===== src/rtl/gerr_pkg.sv =====
`timescale 1ns/1ps
package gerr_pkg;

    typedef enum logic [1:0] {
        CAP_EMPTY,
        CAP_ONE,
        CAP_TWO,
        CAP_LATE
    } cap_state_e;

    localparam int NSTK = 3;
    localparam int NSTS = 2;

    localparam logic [7:0] A_STK_MASK0 = 8'h08;
    localparam logic [7:0] A_STK_LOG0  = 8'h10;
    localparam logic [7:0] A_FIRST     = 8'h38;
    localparam logic [7:0] A_NEXT      = 8'h40;
    localparam logic [7:0] A_STS_MASK0 = 8'h48;
    localparam logic [7:0] A_STS_VAL0  = 8'h50;
    localparam logic [7:0] A_INJ       = 8'h68;
    localparam int         A_STRIDE    = 16;

    function automatic logic [7:0] stk_mask_addr(input int s);
        return A_STK_MASK0 + 8'(s * A_STRIDE);
    endfunction

    function automatic logic [7:0] stk_log_addr(input int s);
        return A_STK_LOG0 + 8'(s * A_STRIDE);
    endfunction

    function automatic logic [7:0] sts_mask_addr(input int s);
        return A_STS_MASK0 + 8'(s * A_STRIDE);
    endfunction

    function automatic logic [7:0] sts_val_addr(input int s);
        return A_STS_VAL0 + 8'(s * A_STRIDE);
    endfunction

endpackage


===== src/rtl/gerr_log.sv =====
`timescale 1ns/1ps
module gerr_log #(
    parameter int             DW    = 64,
    parameter logic [DW-1:0]  FORCE = '0
) (
    input  logic          clk,
    input  logic          rst_n,
    input  logic          mask_we,
    input  logic          clr_we,
    input  logic [DW-1:0] wdata,
    input  logic [DW-1:0] ev,
    output logic [DW-1:0] mask_q,
    output logic [DW-1:0] log_q,
    output logic [DW-1:0] new_bits
);

    logic [DW-1:0] hit;
    logic [DW-1:0] clr;

    assign hit      = ev & ~mask_q;
    assign clr      = clr_we ? wdata : '0;
    assign new_bits = hit & ~log_q;

    always_ff @(posedge clk) begin
        if (!rst_n) begin
            mask_q <= '1;
        end else if (mask_we) begin
            mask_q <= wdata | FORCE;
        end
    end

    // set wins over clear on the same bit
    always_ff @(posedge clk) begin
        if (!rst_n) begin
            log_q <= '0;
        end else begin
            log_q <= (log_q & ~clr) | hit;
        end
    end

endmodule


===== src/rtl/gerr_stat.sv =====
`timescale 1ns/1ps
module gerr_stat #(
    parameter int DW = 64
) (
    input  logic          clk,
    input  logic          rst_n,
    input  logic          mask_we,
    input  logic [DW-1:0] wdata,
    input  logic [DW-1:0] ev,
    output logic [DW-1:0] mask_q,
    output logic [DW-1:0] sts_q
);

    always_ff @(posedge clk) begin
        if (!rst_n) begin
            mask_q <= '1;
            sts_q  <= '0;
        end else begin
            if (mask_we) begin
                mask_q <= wdata;
            end
            sts_q <= ev & ~mask_q;
        end
    end

endmodule


===== src/rtl/gerr_capture.sv =====
`timescale 1ns/1ps
module gerr_capture
    import gerr_pkg::*;
#(
    parameter int DW = 64,
    parameter int NS = 3
) (
    input  logic                  clk,
    input  logic                  rst_n,
    input  logic [NS-1:0][DW-1:0] new_bits,
    input  logic [NS-1:0][DW-1:0] log_q,
    output logic [DW-1:0]         first_word,
    output logic [DW-1:0]         next_word
);

    localparam int IW = $clog2(DW);
    localparam int SW = (NS > 1) ? $clog2(NS) : 1;

    cap_state_e     state_q, state_d;
    logic [SW-1:0]  fsrc_q, nsrc_q, psrc;
    logic [IW-1:0]  fidx_q, nidx_q, pidx;
    logic           any_new;
    logic           rel_f, rel_n;
    logic           load_f, load_n;

    // priority pick: lowest source, then lowest bit
    always_comb begin
        any_new = 1'b0;
        psrc    = '0;
        pidx    = '0;
        for (int s = NS - 1; s >= 0; s--) begin
            if (|new_bits[s]) begin
                any_new = 1'b1;
                psrc    = SW'(s);
            end
        end
        for (int b = DW - 1; b >= 0; b--) begin
            if (new_bits[psrc][b]) begin
                pidx = IW'(b);
            end
        end
    end

    assign rel_f = ~log_q[fsrc_q][fidx_q];
    assign rel_n = ~log_q[nsrc_q][nidx_q];

    always_comb begin
        state_d = state_q;
        load_f  = 1'b0;
        load_n  = 1'b0;
        unique case (state_q)
            CAP_EMPTY: begin
                if (any_new) begin
                    state_d = CAP_ONE;
                    load_f  = 1'b1;
                end
            end
            CAP_ONE: begin
                if (rel_f) begin
                    state_d = CAP_EMPTY;
                end else if (any_new) begin
                    state_d = CAP_TWO;
                    load_n  = 1'b1;
                end
            end
            CAP_TWO: begin
                if (rel_f && rel_n) begin
                    state_d = CAP_EMPTY;
                end else if (rel_f) begin
                    state_d = CAP_LATE;
                end else if (rel_n) begin
                    state_d = CAP_ONE;
                end
            end
            CAP_LATE: begin
                if (rel_n) begin
                    state_d = CAP_EMPTY;
                end
            end
            default: state_d = CAP_EMPTY;
        endcase
    end

    always_ff @(posedge clk) begin
        if (!rst_n) begin
            state_q <= CAP_EMPTY;
        end else begin
            state_q <= state_d;
        end
    end

    always_ff @(posedge clk) begin
        if (!rst_n) begin
            fsrc_q <= '0;
            fidx_q <= '0;
            nsrc_q <= '0;
            nidx_q <= '0;
        end else begin
            if (load_f) begin
                fsrc_q <= psrc;
                fidx_q <= pidx;
            end
            if (load_n) begin
                nsrc_q <= psrc;
                nidx_q <= pidx;
            end
        end
    end

    always_comb begin
        first_word = '0;
        next_word  = '0;
        unique case (state_q)
            CAP_ONE, CAP_TWO: begin
                first_word[DW-NS+int'(fsrc_q)] = 1'b1;
                first_word[IW-1:0]             = fidx_q;
            end
            default: ;
        endcase
        unique case (state_q)
            CAP_TWO, CAP_LATE: begin
                next_word[DW-NS+int'(nsrc_q)] = 1'b1;
                next_word[IW-1:0]             = nidx_q;
            end
            default: ;
        endcase
    end

endmodule


===== src/rtl/gerr_bank.sv =====
`timescale 1ns/1ps
module gerr_bank
    import gerr_pkg::*;
#(
    parameter int DW      = 64,
    parameter int AW      = 8,
    parameter int REV     = 0,
    parameter int SPECIAL = 6,
    parameter int INJ_W   = 3
) (
    input  logic          clk,
    input  logic          rst_n,
    input  logic [DW-1:0] ev_eng,
    input  logic [DW-1:0] ev_lnk0,
    input  logic [DW-1:0] ev_lnk1,
    input  logic [DW-1:0] ev_nf,
    input  logic [DW-1:0] ev_cf,
    input  logic          reg_we,
    input  logic [AW-1:0] reg_addr,
    input  logic [DW-1:0] reg_wdata,
    output logic [DW-1:0] reg_rdata,
    output logic          err_any
);

    localparam logic [DW-1:0] SPECIAL_BIT = DW'(1) << SPECIAL;
    localparam logic [DW-1:0] ENG_FORCE   = (REV == 0) ? SPECIAL_BIT : '0;

    logic [NSTK-1:0][DW-1:0] stk_ev, stk_mask, stk_log, stk_new;
    logic [NSTS-1:0][DW-1:0] sts_ev, sts_inj, sts_mask, sts_val;
    logic [DW-1:0]           inj_q;
    logic [INJ_W-1:0]        inj_code;
    logic [DW-1:0]           first_word, next_word;

    assign stk_ev[0] = ev_eng;
    assign stk_ev[1] = ev_lnk0;
    assign stk_ev[2] = ev_lnk1;
    assign inj_code  = inj_q[INJ_W-1:0];
    assign sts_inj[0] = DW'(inj_code[0]);
    assign sts_inj[1] = DW'(inj_code[INJ_W-1:1]);
    assign sts_ev[0]  = ev_nf | sts_inj[0];
    assign sts_ev[1]  = ev_cf | sts_inj[1];

    for (genvar s = 0; s < NSTK; s++) begin : g_stk
        gerr_log #(
            .DW    (DW),
            .FORCE ((s == 0) ? ENG_FORCE : '0)
        ) u_log (
            .clk      (clk),
            .rst_n    (rst_n),
            .mask_we  (reg_we && (reg_addr == AW'(stk_mask_addr(s)))),
            .clr_we   (reg_we && (reg_addr == AW'(stk_log_addr(s)))),
            .wdata    (reg_wdata),
            .ev       (stk_ev[s]),
            .mask_q   (stk_mask[s]),
            .log_q    (stk_log[s]),
            .new_bits (stk_new[s])
        );
    end

    for (genvar t = 0; t < NSTS; t++) begin : g_sts
        gerr_stat #(
            .DW (DW)
        ) u_stat (
            .clk     (clk),
            .rst_n   (rst_n),
            .mask_we (reg_we && (reg_addr == AW'(sts_mask_addr(t)))),
            .wdata   (reg_wdata),
            .ev      (sts_ev[t]),
            .mask_q  (sts_mask[t]),
            .sts_q   (sts_val[t])
        );
    end

    gerr_capture #(
        .DW (DW),
        .NS (NSTK)
    ) u_cap (
        .clk        (clk),
        .rst_n      (rst_n),
        .new_bits   (stk_new),
        .log_q      (stk_log),
        .first_word (first_word),
        .next_word  (next_word)
    );

    always_ff @(posedge clk) begin
        if (!rst_n) begin
            inj_q <= '0;
        end else if (reg_we && (reg_addr == AW'(A_INJ))) begin
            inj_q <= reg_wdata;
        end
    end

    always_comb begin
        reg_rdata = '0;
        for (int s = 0; s < NSTK; s++) begin
            if (reg_addr == AW'(stk_mask_addr(s))) reg_rdata = stk_mask[s];
            if (reg_addr == AW'(stk_log_addr(s)))  reg_rdata = stk_log[s];
        end
        for (int t = 0; t < NSTS; t++) begin
            if (reg_addr == AW'(sts_mask_addr(t))) reg_rdata = sts_mask[t];
            if (reg_addr == AW'(sts_val_addr(t)))  reg_rdata = sts_val[t];
        end
        if (reg_addr == AW'(A_FIRST)) reg_rdata = first_word;
        if (reg_addr == AW'(A_NEXT))  reg_rdata = next_word;
        if (reg_addr == AW'(A_INJ))   reg_rdata = inj_q;
    end

    assign err_any = (|stk_log) | (|sts_val);

endmodule


===== config.mk =====
export PLATFORM = sky130hd
export DESIGN_NAME = gerr_bank
export DESIGN_NICKNAME = d
export VERILOG_FILES = /design/src/rtl/gerr_pkg.sv /design/src/rtl/gerr_log.sv /design/src/rtl/gerr_stat.sv /design/src/rtl/gerr_capture.sv /design/src/rtl/gerr_bank.sv
export SDC_FILE = /design/constraint.sdc
export NUM_CORES = 2
export LEC_CHECK = 0
export CAP_MARGIN = 20
export CORE_AREA = 5 5 207 290
export DETAILED_ROUTE_END_ITERATION = 8
export DIE_AREA = 0 0 212 295
export DONT_BUFFER_PORTS = 1
export GPL_TIMING_DRIVEN = 0
export PLACE_DENSITY = 0.8
export SLEW_MARGIN = 25
export SYNTH_ARGS = -nofsm -noshare
export SYNTH_HDL_FRONTEND = slang
export SYNTH_SLANG_ARGS = --single-unit

===== constraint.sdc =====
create_clock -name clk -period 9.09 [get_ports clk]
set_input_delay 0.4545 -clock clk [delete_from_list [all_inputs] [get_ports clk]]
set_output_delay 0.4545 -clock clk [all_outputs]
set_load 0.005 [all_outputs]

==> metrics, run 1 <==
Synth Warn # 0; TritonCTS buffer count between 60 and 70; global-route usage over all layers 0.736; Die Wd about 210 microns; CTS Buffer Depth 3; H-tree Lvls 3; asr flop ratio synth 0; largest family of logic cells by synthesized area simple AND/OR/NAND/NOR gates; largest net degree at the start of global routing 18; register bit total from synthesis about 720; I/O pin total between 400 and 500; Initial Util 0.643; Die H ~300 microns; Run Error [ERROR GRT-0232] Routing congestion too high. Check the congestion heatmap in the GUI.; number of synthesized flops with an enable pin 0; # resized after CTS 0; Mapped Area 36700 sq um; Syn Nets 5145; sequential share of the synthesized area 0.393; Synth Area in XOR/XNOR 0; Cells after Synth 4733; Port Buffer Count 0; outcome aborted with a tool error; simple-gate share of the synthesized area 0.332; main flop type after synthesis dfxtp_1; syn_area_per_cell roughly 7.8 sq um; Stopped at global routing (5_1_grt); num rows 104; HPWL Detailed 157000 microns; Compound-Gate Fraction of Synth Area 0.145; Placer Congestion 1.15; library cells used by synthesis a little over 70; CTS Root Cell clkbuf_16; post-synthesis adder-cell area fraction 0.00579; GRT overflow 2; CTS Sinks slightly above 700; post-synthesis mux area share 0.0827
metrics by stage:
| step | std cells | setup slack [ps] | instance area [sq um] | hold slack, ps |
|---|---|---|---|---|
| 2_1_floorplan | 4733 | 5400 | 36700 | 409 |
| 3_3_place_gp | 5475 | 3020 | 37600 | 417 |
| 3_5_place_dp | 5484 | 3340 | 37900 | 426 |
| 4_1_cts | 5732 | 3330 | 41400 | 0.996 |
kinds of logic after synthesis:
group                    count (synthesis)
adder cells (fa/ha/maj)                 17
AO/OA/AOI/OAI                          791
flip-flops                             721
multiplexers                           146
buffers and inverters                  392
AND/OR/NAND/NOR                       2666
repair_timing:
action / CTS
endpoints found under the hold margin: 129
hold buffers: 129
setup buffers: 0
per-layer routing:
metal / track usage / overflow
met5: 0.234 / 0
met4: 0.756 / 0
met3: 0.544 / 0
met2: 0.923 / 2
met1: 0.733 / 0
cells in the mapped netlist (4+ instances only):
cell type	number	area share
a31o_2	5	0.0012
nand2b_1	60	0.010
nor2b_1	171	0.029
nor3_1	33	0.0045
nand2_1	1287	0.13
and2_1	14	0.0024
ha_1	17	0.0058
nand3_1	369	0.050
nor2_1	402	0.041
a22oi_1	29	0.0059
a31oi_1	38	0.0065
a21o_1	5	0.0010
or3_1	6	0.0010
a21oi_1	334	0.046
o21ai_0	85	0.012
nand4_1	47	0.0080
inv_1	13	0.0013
o21bai_1	5	0.0010
o211a_1	4	0.0011
clkbuf_1	322	0.033
a221o_1	7	0.0019
a211oi_1	14	0.0029
mux2i_1	20	0.0055
buf_1	45	0.0046
a222oi_1	146	0.040
nor3b_1	114	0.023
o21a_1	6	0.0012
a21boi_0	11	0.0022
or2_2	7	0.0012
o211ai_1	14	0.0029
buf_2	8	0.0011
o31ai_1	6	0.0012
a221oi_1	48	0.011
or3b_2	12	0.0029
mux4_2	126	0.077
or4_1	9	0.0018
nor4_1	117	0.020
dfxtp_1	721	0.39
o22ai_1	5	0.00085
==> inputs of run 2 (changes only) <==
- CORE_AREA: 5 5 207 290 -> 5 5 309 311
- DIE_AREA: 0 0 212 295 -> 0 0 314 316
- PLACE_DENSITY: 0.8 -> unset
- PLACE_DENSITY_LB_ADDON: unset -> 0.15
==> run 2 against run 1 <==
  * The flow now finishes, with violations (design-rule violations)
  * Synthesized area is the same
  * Synthesized cell count is the same
==> metrics, run 2 <==
hold endpoint g_stk[2].u_log.log_q[46]; drt wl/cell 37.1 microns; CP cell instances or3b_2, o21ai_0, or4_1, nor4_1, and4bb_2, clkbuf_1, clkbuf_1, nand3_1, a211oi_1, o31a_1, o21ai_0, a21oi_1, o221ai_1; setup repair after global routing missed its margin false; Port Buffer Count 0 (unchanged); setup tns final 0 ps; Clock Latency Late Sink 680 ps; reg2reg end u_cap.nidx_q[0]; library cells used by synthesis 72 (unchanged); commonest non-fill, non-tap cells in the layout nand2_1, dfxtp_1, nor2_1, nand3_1, a21oi_1; Clock Skews 26.4 ps; GRT overflow 0; ANT nets after route 0; share of the synthesized area in the top cell type 0.393 (unchanged); largest family of logic cells by synthesized area simple AND/OR/NAND/NOR gates (unchanged); first-pass GRT wire length 314000 microns; Cells after Synth 4733 (unchanged); vias per cell around 6.6; post-synthesis adder-cell area fraction 0.00579 (unchanged); crit-path leading delay family simple AND/OR/NAND/NOR gates; syn_area_per_cell 7.76 sq um (unchanged); CP max stage delay between 800 and 900 ps; sequential share of the synthesized area 0.393 (unchanged); Synth Area in XOR/XNOR 0 (unchanged); vias between 40000 and 50000; Slew @ Worst Pin 1210 ps; asr flop ratio synth 0 (unchanged); CP required 9600 ps; fin worst setup slack 2340 ps; setup slack after placement 2870 ps (was 3340 ps); outcome finished with violations (was aborted with a tool error); antenna violations before repair 44; Synth Warn # 0 (unchanged); register bit total from synthesis 721 (unchanged); Area Overhead vs Synth 18.4%; Placer Congestion 1.06 (was 1.15); 1st-iter DRT viols 7339; VDD IR max 0.157 mV; Hold/Removal Path Class primary input to flop; Most flops, register g_stk.u_log.log_q; Worst-path clk slew ~60 ps; Regs by FF count g_stk.u_log.log_q: 192 flops, g_stk.u_log.mask_q: 191 flops; synth top area cells dfxtp_1, nand2_1, mux4_2 (unchanged); R2R cell count 13; crit path time final 6750 ps; number of synthesized flops with an enable pin 0 (unchanged); crit path launch type flop; Crit. End Element flop; CTS Buffer Depth 3 (unchanged); design area 43500 sq um; num rows 112 (was 104); CTS tree done; critical path class flop to flop; Tcrit/Tclk final 0.742; # DRC 26; H-tree Lvls 3 (unchanged); TritonCTS buffer count 83 (was 68); area of the die 99200 sq um; Initial Util 0.397 (was 0.643); Mapped Area 36700 sq um (unchanged); reg2reg setup slack between 2000 and 2500 ps; placed cell area 38900 sq um (was 37900 sq um); Die H 316 microns (was 295 microns); area of the core 92500 sq um; hold path start ev_lnk1[46]; LEAKAGE 16.7 nW; PwrDens around 170 nW/um^2; Routed WL 234000 microns; Slew Limit Headroom 0.190; Die Wd 314 microns (was 212 microns); Compound-Gate Fraction of Synth Area 0.145 (unchanged); failing checks design-rule violations; Largest register FFs 192; most frequent cells after synthesis nand2_1, dfxtp_1, nor2_1 (unchanged); commonest non-fill, non-tap cell in the layout nand2_1; Worst Path Buf+Inv 2; Slowest cell on crit path clkbuf_1; first drt pass iteration count 9; # resized after CTS 0 (unchanged); hold depth 2; Crit Path Max Fanout 10; Max-cap violations 0; final hold vios 0; Syn Nets 5145 (unchanged); critical path arrival 7260 ps; Reg-to-Reg Start g_stk[0].u_log.log_q[62]; Setup-failing EPs final 0; main flop type after synthesis dfxtp_1 (unchanged); CTS Sinks 721 (unchanged); nets@finish 5411; pins over their slew limit 0; largest net degree at the start of global routing 13; Fmax around 0.15 GHz; HPWL Detailed 182000 microns (was 157000 microns); vias in the first global route 38545; cell taking the most area after synthesis dfxtp_1 (unchanged); post-synthesis mux area share 0.0827 (unchanged); most common cell in the netlist nand2_1 (unchanged); I/O pin total 460 (unchanged); simple-gate share of the synthesized area 0.332 (unchanged); CTS Root Cell clkbuf_16 (unchanged); layout cells sized above 1 0.0832; global-route usage over all layers 0.451
==> run 2: cell counts after synthesis <==
No cell type changed its count.
==> run 2: routing by layer <==
layer  vias up  track usage  routed length, microns  share of wire
li1      17399            -                       -              -
met1     20443        0.565                   87500           0.37
met2      3145        0.671                   98400           0.42
met3       677        0.162                   30800           0.13
met4        20        0.262                   16900          0.072
met5         -            0                     118        0.00050
==> run 2: cell type report <==
cell class / instances / area, sq um
fill: 9383 / 49000
multi-input combinational: 3620 / 21000
sequential: 721 / 14400
clock buffer: 129 / 2510
timing repair buffer: 181 / 2080
buffer: 378 / 1530
tap: 1197 / 1500
clock inverter: 19 / 285
antenna: 41 / 103
inverter: 14 / 52.6
==> run 2: metrics by stage <==
step / hold WS [ps] / util / total power, W / instances
floorplan: 409 / - / 0.00347 / 4733
global placement: 425 / 0.413 / 0.00367 / 5930
detailed placement: 425 / 0.421 / 0.00368 / 5951
CTS: 2.58 / 0.468 / 0.00721 / 6258
global route: 22.6 / 0.469 / 0.00737 / 6279
finish: 29.7 / 0.470 / 0.00723 / 6300
==> run 2: worst max-delay path by stage <==
stage | start | slack, ps | end | cells past startpoint
2_1_floorplan | u_cap.fidx_q[0] | 5400 | u_cap.nidx_q[2] | 11
3_3_place_gp | reg_addr[4] | 2550 | reg_rdata[34] | 7
3_5_place_dp | g_stk[0].u_log.log_q[62] | 2870 | u_cap.nidx_q[0] | 13
4_1_cts | g_stk[0].u_log.log_q[62] | 2810 | u_cap.nidx_q[0] | 13
5_1_grt | g_stk[0].u_log.log_q[62] | 2480 | u_cap.nidx_q[0] | 13
6_report | g_stk[0].u_log.log_q[62] | 2340 | u_cap.nidx_q[0] | 13
==> run 2: what timing repair did <==
action	4_1_cts	5_1_grt
hold endpoints to repair	159	0
hold buffers	159	0
setup buffers	0	0
==> run 2: power breakdown <==
group          internal [W]  leakage, nW  switching [W]
Combinational      0.000152         9.47       0.000348
Clock               0.00209         1.37        0.00144
Sequential          0.00317         5.82      0.0000169
==> run 2: cell families (layout without fill, tap and decap cells) <==
kind of cell             Yosys count  count (layout)
flip-flops                       721             721
AND/OR/NAND/NOR                 2666            2666
buffers and inverters            392             721
multiplexers                     146             146
other                              0              41
AO/OA/AOI/OAI                    791             791
adder cells (fa/ha/maj)           17              17
Power figures use the tool's default switching activity.
